==> src/rtl/tlb_xlate_pkg.sv <==
package tlb_xlate_pkg;

    // Access kind presented with a lookup
    typedef enum logic [1:0] {
        ACC_LOAD  = 2'd0,
        ACC_STORE = 2'd1,
        ACC_FETCH = 2'd2,
        ACC_RSVD  = 2'd3
    } acc_e;

    // Rights bits kept with each cached entry
    typedef struct packed {
        logic sup;
        logic rd;
        logic wr;
        logic ex;
    } perm_t;

endpackage

==> src/rtl/tlb_store.sv <==
module tlb_store
    import tlb_xlate_pkg::*;
#(
    parameter int SETS  = 16,
    parameter int WAYS  = 4,
    parameter int TAG_W = 16,
    parameter int PPN_W = 16,
    localparam int IDX_W = $clog2(SETS),
    localparam int WAY_W = $clog2(WAYS)
) (
    input  logic                         clk,
    input  logic                         rst_n,
    input  logic                         flush,
    input  logic                         wr_en,
    input  logic [IDX_W-1:0]             wr_set,
    input  logic [WAY_W-1:0]             wr_way,
    input  logic [TAG_W-1:0]             wr_tag,
    input  logic [PPN_W-1:0]             wr_ppn,
    input  perm_t                        wr_perm,
    input  logic [IDX_W-1:0]             rd_set,
    output logic [WAYS-1:0]              rd_valid,
    output logic [WAYS-1:0][TAG_W-1:0]   rd_tag,
    output logic [WAYS-1:0][PPN_W-1:0]   rd_ppn,
    output perm_t [WAYS-1:0]             rd_perm,
    input  logic [IDX_W-1:0]             fs_set,
    output logic [WAYS-1:0]              fs_valid,
    output logic [WAYS-1:0][TAG_W-1:0]   fs_tag
);

    typedef struct packed {
        logic  [SETS-1:0][WAYS-1:0]              valid;
        logic  [SETS-1:0][WAYS-1:0][TAG_W-1:0]   tag;
        logic  [SETS-1:0][WAYS-1:0][PPN_W-1:0]   ppn;
        perm_t [SETS-1:0][WAYS-1:0]              perm;
    } store_t;

    store_t st_d, st_q;

    always_comb begin
        st_d = st_q;
        if (flush) begin
            st_d.valid = '0;
        end else if (wr_en) begin
            st_d.valid[wr_set][wr_way] = 1'b1;
            st_d.tag[wr_set][wr_way]   = wr_tag;
            st_d.ppn[wr_set][wr_way]   = wr_ppn;
            st_d.perm[wr_set][wr_way]  = wr_perm;
        end
    end

    always_ff @(posedge clk or negedge rst_n) begin
        if (!rst_n) st_q <= '0;
        else        st_q <= st_d;
    end

    // Lookup read port and fill-side read port
    assign rd_valid = st_q.valid[rd_set];
    assign rd_tag   = st_q.tag[rd_set];
    assign rd_ppn   = st_q.ppn[rd_set];
    assign rd_perm  = st_q.perm[rd_set];
    assign fs_valid = st_q.valid[fs_set];
    assign fs_tag   = st_q.tag[fs_set];

endmodule

==> src/rtl/tlb_lookup.sv <==
module tlb_lookup
    import tlb_xlate_pkg::*;
#(
    parameter int WAYS  = 4,
    parameter int TAG_W = 16,
    parameter int PPN_W = 16
) (
    input  logic                         req_valid,
    input  logic [TAG_W-1:0]             req_tag,
    input  acc_e                         req_acc,
    input  logic                         req_user,
    input  logic [WAYS-1:0]              rd_valid,
    input  logic [WAYS-1:0][TAG_W-1:0]   rd_tag,
    input  logic [WAYS-1:0][PPN_W-1:0]   rd_ppn,
    input  perm_t [WAYS-1:0]             rd_perm,
    output logic [WAYS-1:0]              way_match,
    output logic                         hit,
    output logic                         fault,
    output logic [PPN_W-1:0]             ppn
);

    typedef struct packed {
        logic [PPN_W-1:0] ppn;
        perm_t            perm;
        logic             any;
        logic             allowed;
        logic             deny;
    } sel_t;

    sel_t sel;

    for (genvar g = 0; g < WAYS; g++) begin : g_cmp
        assign way_match[g] = req_valid && rd_valid[g] && (rd_tag[g] == req_tag);
    end

    always_comb begin
        sel = '0;
        // at most one way matches, so an OR-merge acts as the mux
        for (int w = 0; w < WAYS; w++) begin
            if (way_match[w]) begin
                sel.ppn  = sel.ppn | rd_ppn[w];
                sel.perm = sel.perm | rd_perm[w];
            end
        end
        sel.any = |way_match;
        case (req_acc)
            ACC_LOAD:  sel.allowed = sel.perm.rd;
            ACC_STORE: sel.allowed = sel.perm.wr;
            ACC_FETCH: sel.allowed = sel.perm.ex;
            default:   sel.allowed = 1'b0;
        endcase
        sel.deny = (req_user && sel.perm.sup) || !sel.allowed;
    end

    assign hit   = sel.any && !sel.deny;
    assign fault = sel.any && sel.deny;
    assign ppn   = hit ? sel.ppn : '0;

endmodule

==> src/rtl/tlb_repl.sv <==
module tlb_repl #(
    parameter int SETS  = 16,
    parameter int WAYS  = 4,
    parameter int TAG_W = 16,
    localparam int IDX_W = $clog2(SETS),
    localparam int WAY_W = $clog2(WAYS)
) (
    input  logic                         clk,
    input  logic                         rst_n,
    input  logic                         fill_en,
    input  logic [IDX_W-1:0]             fill_set,
    input  logic [TAG_W-1:0]             fill_tag,
    input  logic [WAYS-1:0]              fs_valid,
    input  logic [WAYS-1:0][TAG_W-1:0]   fs_tag,
    output logic [WAY_W-1:0]             victim_way
);

    typedef struct packed {
        logic [SETS-1:0][WAY_W-1:0] ptr;
    } repl_t;

    typedef struct packed {
        logic             has_hit;
        logic [WAY_W-1:0] hit_way;
        logic             has_free;
        logic [WAY_W-1:0] free_way;
    } scan_t;

    repl_t st_d, st_q;
    scan_t sc;

    always_comb begin
        sc = '0;
        // descending scan leaves the lowest qualifying way
        for (int w = WAYS - 1; w >= 0; w--) begin
            if (fs_valid[w] && (fs_tag[w] == fill_tag)) begin
                sc.has_hit = 1'b1;
                sc.hit_way = WAY_W'(w);
            end
            if (!fs_valid[w]) begin
                sc.has_free = 1'b1;
                sc.free_way = WAY_W'(w);
            end
        end

        st_d = st_q;
        if (sc.has_hit) begin
            victim_way = sc.hit_way;
        end else if (sc.has_free) begin
            victim_way = sc.free_way;
        end else begin
            victim_way = st_q.ptr[fill_set];
            if (fill_en) st_d.ptr[fill_set] = st_q.ptr[fill_set] + WAY_W'(1);
        end
    end

    always_ff @(posedge clk or negedge rst_n) begin
        if (!rst_n) st_q <= '0;
        else        st_q <= st_d;
    end

endmodule

==> src/rtl/tlb_xlate.sv <==
module tlb_xlate
    import tlb_xlate_pkg::*;
#(
    parameter int VPN_W    = 20,
    parameter int SET_BITS = 4,
    parameter int WAYS     = 4,
    parameter int PPN_W    = 16
) (
    input  logic              clk,
    input  logic              rst_n,
    input  logic              flush,
    input  logic              lk_valid,
    input  logic [VPN_W-1:0]  lk_vpn,
    input  logic [1:0]        lk_acc,
    input  logic              lk_user,
    output logic              lk_hit,
    output logic [PPN_W-1:0]  lk_ppn,
    output logic              lk_fault,
    input  logic              fl_valid,
    input  logic [VPN_W-1:0]  fl_vpn,
    input  logic [PPN_W-1:0]  fl_ppn,
    input  logic              fl_sup,
    input  logic              fl_rd,
    input  logic              fl_wr,
    input  logic              fl_ex
);

    localparam int SETS  = 1 << SET_BITS;
    localparam int TAG_W = VPN_W - SET_BITS;
    localparam int WAY_W = $clog2(WAYS);

    logic [SET_BITS-1:0]          lk_set, fl_set;
    logic [TAG_W-1:0]             lk_tag, fl_tag;
    logic                         fill_go;
    logic [WAY_W-1:0]             victim_way;
    perm_t                        fl_perm;
    logic [WAYS-1:0]              rd_valid, fs_valid, lk_match;
    logic [WAYS-1:0][TAG_W-1:0]   rd_tag, fs_tag;
    logic [WAYS-1:0][PPN_W-1:0]   rd_ppn;
    perm_t [WAYS-1:0]             rd_perm;

    assign lk_set  = lk_vpn[SET_BITS-1:0];
    assign lk_tag  = lk_vpn[VPN_W-1:SET_BITS];
    assign fl_set  = fl_vpn[SET_BITS-1:0];
    assign fl_tag  = fl_vpn[VPN_W-1:SET_BITS];
    assign fill_go = fl_valid && !flush;
    assign fl_perm = '{sup: fl_sup, rd: fl_rd, wr: fl_wr, ex: fl_ex};

    tlb_store #(
        .SETS(SETS), .WAYS(WAYS), .TAG_W(TAG_W), .PPN_W(PPN_W)
    ) u_store (
        .clk      (clk),
        .rst_n    (rst_n),
        .flush    (flush),
        .wr_en    (fill_go),
        .wr_set   (fl_set),
        .wr_way   (victim_way),
        .wr_tag   (fl_tag),
        .wr_ppn   (fl_ppn),
        .wr_perm  (fl_perm),
        .rd_set   (lk_set),
        .rd_valid (rd_valid),
        .rd_tag   (rd_tag),
        .rd_ppn   (rd_ppn),
        .rd_perm  (rd_perm),
        .fs_set   (fl_set),
        .fs_valid (fs_valid),
        .fs_tag   (fs_tag)
    );

    tlb_repl #(
        .SETS(SETS), .WAYS(WAYS), .TAG_W(TAG_W)
    ) u_repl (
        .clk        (clk),
        .rst_n      (rst_n),
        .fill_en    (fill_go),
        .fill_set   (fl_set),
        .fill_tag   (fl_tag),
        .fs_valid   (fs_valid),
        .fs_tag     (fs_tag),
        .victim_way (victim_way)
    );

    tlb_lookup #(
        .WAYS(WAYS), .TAG_W(TAG_W), .PPN_W(PPN_W)
    ) u_lookup (
        .req_valid (lk_valid),
        .req_tag   (lk_tag),
        .req_acc   (acc_e'(lk_acc)),
        .req_user  (lk_user),
        .rd_valid  (rd_valid),
        .rd_tag    (rd_tag),
        .rd_ppn    (rd_ppn),
        .rd_perm   (rd_perm),
        .way_match (lk_match),
        .hit       (lk_hit),
        .fault     (lk_fault),
        .ppn       (lk_ppn)
    );

endmodule

==> config.mk <==
export PLATFORM = sky130hd
export DESIGN_NAME = tlb_xlate
export DESIGN_NICKNAME = d
export VERILOG_FILES = /design/src/rtl/tlb_xlate_pkg.sv /design/src/rtl/tlb_store.sv /design/src/rtl/tlb_lookup.sv /design/src/rtl/tlb_repl.sv /design/src/rtl/tlb_xlate.sv
export SDC_FILE = /design/constraint.sdc
export NUM_CORES = 2
export LEC_CHECK = 0
export ABC_CLOCK_PERIOD_IN_PS = 8900
export BUFFER_PORTS_ARGS = -buffer_cell sky130_fd_sc_hd__buf_2
export CAP_MARGIN = 20
export CORE_MARGIN = 10
export CORE_UTILIZATION = 31
export CTS_CLUSTER_DIAMETER = 60
export DETAILED_ROUTE_END_ITERATION = 7
export GPL_ROUTABILITY_DRIVEN = 0
export PLACE_DENSITY = 0.51
export SLEW_MARGIN = 15
export SYNTH_ARGS = -nofsm -noshare
export SYNTH_HDL_FRONTEND = slang
export SYNTH_SLANG_ARGS = --single-unit
==> constraint.sdc <==
create_clock -name clk -period 8.9 [get_ports clk]
set_clock_uncertainty 0.2 [all_clocks]
set_input_delay 1.335 -clock clk [delete_from_list [all_inputs] [get_ports clk]]
set_output_delay 1.335 -clock clk [all_outputs]
set_load 0.02 [all_outputs]
---- After elaboration in Yosys (flattened, before gate mapping) ----
Index checks and enable logic that the tools add are counted.
word-level totals
  output and inout bits ................... 18
  bits of input ports ..................... 68
  word-level logic and storage cells ...... 519
  flip-flop bits (word level) ............. 2400
cells by class
  mux-type cells .......................... 50
  $lt $le $gt $ge ......................... 5
  bitwise logic cells ..................... 10
  equal/unequal tests ..................... 10
  add/subtract/negate cells ............... 1
  reduce and logical (&&, ||, !) cells .... 27
operator list
  cell                  count
  $mux W2368            1
  $bwmux W1024          2
  $bmux W64 S4          3
  $mux W64              5
  $bwmux W256           1
  $demux W64 S4         1
  $eq A16 B16 Y1        8
  $mux W20              4
  $bmux W16 S4          1
  $demux W16 S4         1
  $mux W16              4
  $or A64 B64 Y64       1
  $or A16 B16 Y16       3
  $bmux W4 S4           2
  $bwmux W32            1
  $demux W16 S2         1
  $mux W3               8
  $logic_and A1 B1 Y1   18
  $demux W4 S4          1
  $mux W4               4
  $or A4 B4 Y4          3
  $lt A4 B5 Y1 const B  2
  $bmux W2 S4           1
  $demux W2 S4          1
  19 further kinds      26

---- Longest topological paths before layout ----
  depth after elaboration ................. 18
  depth in mapped cells ................... 20
  gate-level depth less buffers ........... 11

---- Cells and area by module ----
A second synthesis with hierarchy kept.
second synthesis, totals
  cell total of the unflattened synthesis .. 7554
  area total of the unflattened synthesis .. 117088.5 µm²
modules (own cells, without submodules)
  module      seq. area each (µm²)  cells an instance  area each (µm²)  instances
  tlb_store   59256.8               7163               113176.0         1
  tlb_repl    800.8                 210                2462.4           1
  tlb_lookup  0.0                   180                1436.4           1
  tlb_xlate   0.0                   1                  13.8             1

---- Least setup slack after synthesis ----
Ideal clock, no wire load.
  path kind ............................... input-to-output
  from .................................... input port lk_vpn[0]
  to ...................................... output port lk_ppn[10]
  cell stages on the path ................. 15
  buffers on the path ..................... 9
  required time ........................... 7365 ps
  setup slack ............................. 1994 ps
  data arrival time ....................... 5371 ps
  path through ............................ buf_4 buf_4 buf_4 buf_4 buf_2 buf_4 buf_2 buf_2 mux4_2 mux4_2 and3_1 a211oi_1 nand4_4 buf_2 a31oi_1
between the ends
  word-level cells in the longest chain between the ends .. 17
  elaborated cells on any way between the ends .. 38
  those cells by class .................... eq/ne: 4; mux: 14; bitwise: 6; reduce/logical: 14
RTL lines
  item                                                       RTL line                          RTL
  start: declaration                                         tlb_xlate.sv:13                   input logic [VPN_W-1:0] lk_vpn,
  $bmux W64 S4 or $bmux W4 S4 (tied branches)                tlb_store.sv:58, tlb_store.sv:57
  $mux W64 (not written as such) or $mux W4 (tied branches)  tlb_store.sv:58, tlb_store.sv:57
  $eq A16 B16 Y1 or $logic_and A1 B1 Y1 (tied branches)      tlb_lookup.sv:33                  assign way_match[g] = req_valid && rd_valid[g] && (rd_tag[g] == req_tag);
  $logic_and A1 B1 Y1                                        tlb_lookup.sv:33
  $mux W20                                                   tlb_lookup.sv:40                  if (way_match[w]) begin
  $or A4 B4 Y4                                               tlb_lookup.sv:42                  sel.perm = sel.perm | rd_perm[w];
  $mux W20                                                   tlb_lookup.sv:40
  $or A4 B4 Y4                                               tlb_lookup.sv:42
  $mux W20                                                   tlb_lookup.sv:40
  $or A4 B4 Y4                                               tlb_lookup.sv:42
  $mux W20                                                   tlb_lookup.sv:40
  $pmux W1 S3                                                tlb_lookup.sv:46                  case (req_acc)
  $logic_not A1 Y1                                           tlb_lookup.sv:52                  sel.deny = (req_user && sel.perm.sup) || !sel.allowed;
  $logic_or A1 B1 Y1                                         tlb_lookup.sv:52
  $logic_not A1 Y1                                           tlb_lookup.sv:55                  assign hit = sel.any && !sel.deny;
  $logic_and A1 B1 Y1                                        tlb_lookup.sv:55
  $mux W16 (*)                                               tlb_lookup.sv:57                  assign ppn = hit ? sel.ppn : '0;
  end: declaration                                           tlb_xlate.sv:17                   output logic [PPN_W-1:0] lk_ppn,
Mark *: on every way between the ends. The rest lies on a longest branch, timed or not. The select of a mux whose other input is x is not followed.

---- Worst setup path in the final report ----
  from .................................... input port lk_vpn[0]
  to ...................................... output port lk_ppn[13]
Same word-level chain as after synthesis.

==> impl_metrics.json <==
{
  "status": "complete, no violations",
  "hold_path_class": "in2async",
  "final_nets": 7948,
  "fin_tns_setup_ps": 0,
  "clkSinkCount": 2400,
  "portBuffers": 85,
  "cts_hold_repair.buffers": 0,
  "detail_route.wl_per_cell_um": 32.23,
  "drtIter0Drc": 6589,
  "p_sw_uw": 6568,
  "postRouteAntennaNets": 0,
  "synth_cells": 8008,
  "crit_type": "in2out",
  "p_seq_share_pct": 46.0,
  "cts-root-buf": "clkbuf_16",
  "synth_cell_type_count": 89,
  "drive_gt1_share_pct": 49.08,
  "arrival_ps": 6560,
  "required_ps": 7360,
  "layout_commonest_cell": "dfrtp_1",
  "rsz0062_at_grt": "false",
  "via_per_inst": 5.631,
  "antenna_found_initial": 38,
  "clockBufferDepth": 4,
  "fillCellCount": 37150,
  "cpPeakStageDelay_ps": 780,
  "multi_input_area_mm2": 0.05706,
  "pwr-share-clk_pct": 43.4,
  "hpwl_mm": 262.0,
  "synth-seq-area-share_pct": 49.64,
  "rows": 229,
  "initial_core_util_pct": 31.12,
  "die_w_um": 644.7,
  "syn_to_final_growth_pct": 12.83,
  "synth_edf_count": 0,
  "grt_first_pass_wirelength_mm": 610.9,
  "numCtsBuffers": 269,
  "dieArea_mm2": 0.4157,
  "layout_common_cells": "2400 x dfrtp_1, 2261 x mux2_2, 799 x mux4_2",
  "path_buf_inv": 6,
  "syn-num-nets": 8076,
  "die_y_um": 644.7,
  "grt-ovfl-total": 0,
  "leakage_uw": 0.06321,
  "p_per_area_mw_per_mm2": 189.8,
  "startpoint": "lk_vpn[0]",
  "yosys-top-cells-area": "dfrtp_1 50%, mux2_2 21%, mux4_2 15%, mux2i_1 3.3%, mux2_1 1.2%",
  "cpMostUsedCell": "buf_4",
  "yosysTopAreaCell": "dfrtp_1",
  "path_cells": "buf_8 -> buf_4 -> mux2_2 -> o22ai_1 -> a221oi_1 -> xor2_1 -> nor4_1 -> a2bb2oi_1 -> or4b_1 -> buf_4 -> o2bb2a_1 -> o21ai_2 -> nand4_4 -> buf_12 -> a31oi_1 -> buf_4 -> buf_2",
  "drc": 0,
  "post-cts-setup-buffer-count": 0,
  "setup_viol": 0,
  "peakVddDrop_uv": 140.5,
  "startpoint_type": "input pin",
  "clk-insertion-delay-late_ps": 870,
  "regArea_mm2": 0.06006,
  "slew_viol_final": 0,
  "synth_top_area_share_pct": 49.64,
  "internal_power_uw": 19350,
  "synth_seq_cells": 2400,
  "async_reset_ff_share_pct": 100.0,
  "cts_tree": "done",
  "path_max_fanout": 35,
  "syn_avg_cell_area_um2": 15.11,
  "wl_mm": 427.9,
  "grt_usage_pct": 20.04,
  "hold_viol": 0,
  "first_global_vias": 78590,
  "synthFlopType": "dfrtp_1",
  "critPathSlowestCell": "o22ai_1",
  "period_needed_ps": 8092,
  "htree_levels": 5,
  "io_pins": 86,
  "max_cap_violations": 0,
  "synth_warnings": 0,
  "firstDrtPassIters": 7,
  "worst_pin_slew_ps": 1152,
  "sw_frac_of_total_pct": 25.34,
  "whs_ps": 231.1,
  "syn_area_mm2": 0.1210,
  "core_mm2": 0.3888,
  "relSlewSlack_pct": 23.23,
  "period_share_pct": 90.92,
  "grt_max_degree": 184,
  "comb_power_share_pct": 10.5,
  "cpLargestDelayFamily": "compound AO/OA/AOI/OAI gates",
  "fmax_mhz": 123.6,
  "cts_resized": 0,
  "clk_pin_slew_ps": 60,
  "timing.rr.start": "u_store.st_q[1770]$_DFFE_PN0P_",
  "cp-end-kind": "output port",
  "dr_total_vias": 74760
}
[metrics by stage]
step	cell area (um2)	instances	setup WS (ps)	utilization (%)	total power (uW)
2_1_floorplan	121000	8008	1994	-	13750
3_3_place_gp	127500	12790	880.5	32.79	14740
3_5_place_dp	127500	12790	895.5	32.80	14840
4_1_cts	136200	13260	877.0	35.03	26140
5_1_grt	136500	13270	789.7	35.11	26800
6_report	136500	13280	808.1	35.11	25920
[final cells by class]
type,count,area share (%)
sequential,2400,43.99
inverter,68,0.1943
timing repair buffer,404,2.873
multi-input combinational,4737,41.80
antenna,9,0.01650
tap,5197,4.763
clock buffer,405,5.933
clock inverter,56,0.4289
[cell usage after synthesis (7+ instances only)]
master    count
o22ai_1      29
a21oi_1      36
a31oi_1      28
nor2_1       61
mux4_2      799
nand2_1     134
nand2_2      20
nor4_1       27
or3_1         9
o21ai_0      91
buf_6        21
nand3_2      16
mux2_2     2261
mux2i_1     400
and2_1       12
nor3_4       10
a221oi_1     29
nand3_1      31
a22oi_1     101
nor3b_1       7
a22o_1       22
inv_1        61
clkbuf_1    362
nand2b_1     52
nor2b_1      41
buf_2       207
nand4_1      25
buf_1        47
a21o_1       21
dfrtp_1    2400
nor3_1       24
xnor2_1     122
and3_1       17
xor2_1       52
a211oi_1     13
o211ai_1     10
mux2_1      134
buf_4       166
[logic make-up (layout without fill, tap and decap cells)]
group           count (synthesis)  after routing  share of synthesized area (%)
xor+xnor                      174            174                          1.260
other cells                     0              9                              0
flops                        2400           2400                          49.64
buf+inv                       871            933                          3.561
compound gates                446            446                          2.598
simple gates                  523            523                          2.475
mux                          3594           3594                          40.47
[path summary, 6_finish.rpt]
kind	to	cells past startpoint	slack (ps)
setup / recovery	lk_ppn[13]	17	810
hold / removal	u_repl.st_q[12]$_DFFE_PN0P_	1	230
setup reg to reg	u_store.st_q[1240]$_DFFE_PN0P_	13	3090
hold reg to reg	u_store.st_q[233]$_DFFE_PN0P_	1	280
max in group asynchronous	u_store.st_q[1109]$_DFFE_PN0P_	3	5920
min in group clk	u_store.st_q[233]$_DFFE_PN0P_	1	280
[power by group through the flow]
stage                     clock, uW  sequential [uW]  combinational, uW
after floorplan                   0            12000               1790
after global placement            0            12100               2680
after detailed placement          0            12100               2730
after CTS                     11500            11900               2740
after global routing          11900            12000               2910
final                         11300            11900               2730
[registers in the layout, summed over array words and instances, names as in the netlist]
register and cells:
u_repl.st_q 32, u_store.st_q 2368
[metal layers]
layer / vias up / routed length (um) / GRT usage, %
met3: 782 / 25270 / 3.443
met4: 0 / 16810 / 6.884
met5: - / 0 / 0
met1: 41520 / 185300 / 27.18
met2: 2529 / 200500 / 32.47
li1: 29930 / - / -
No activity file was read; power rests on OpenSTA's default activity.
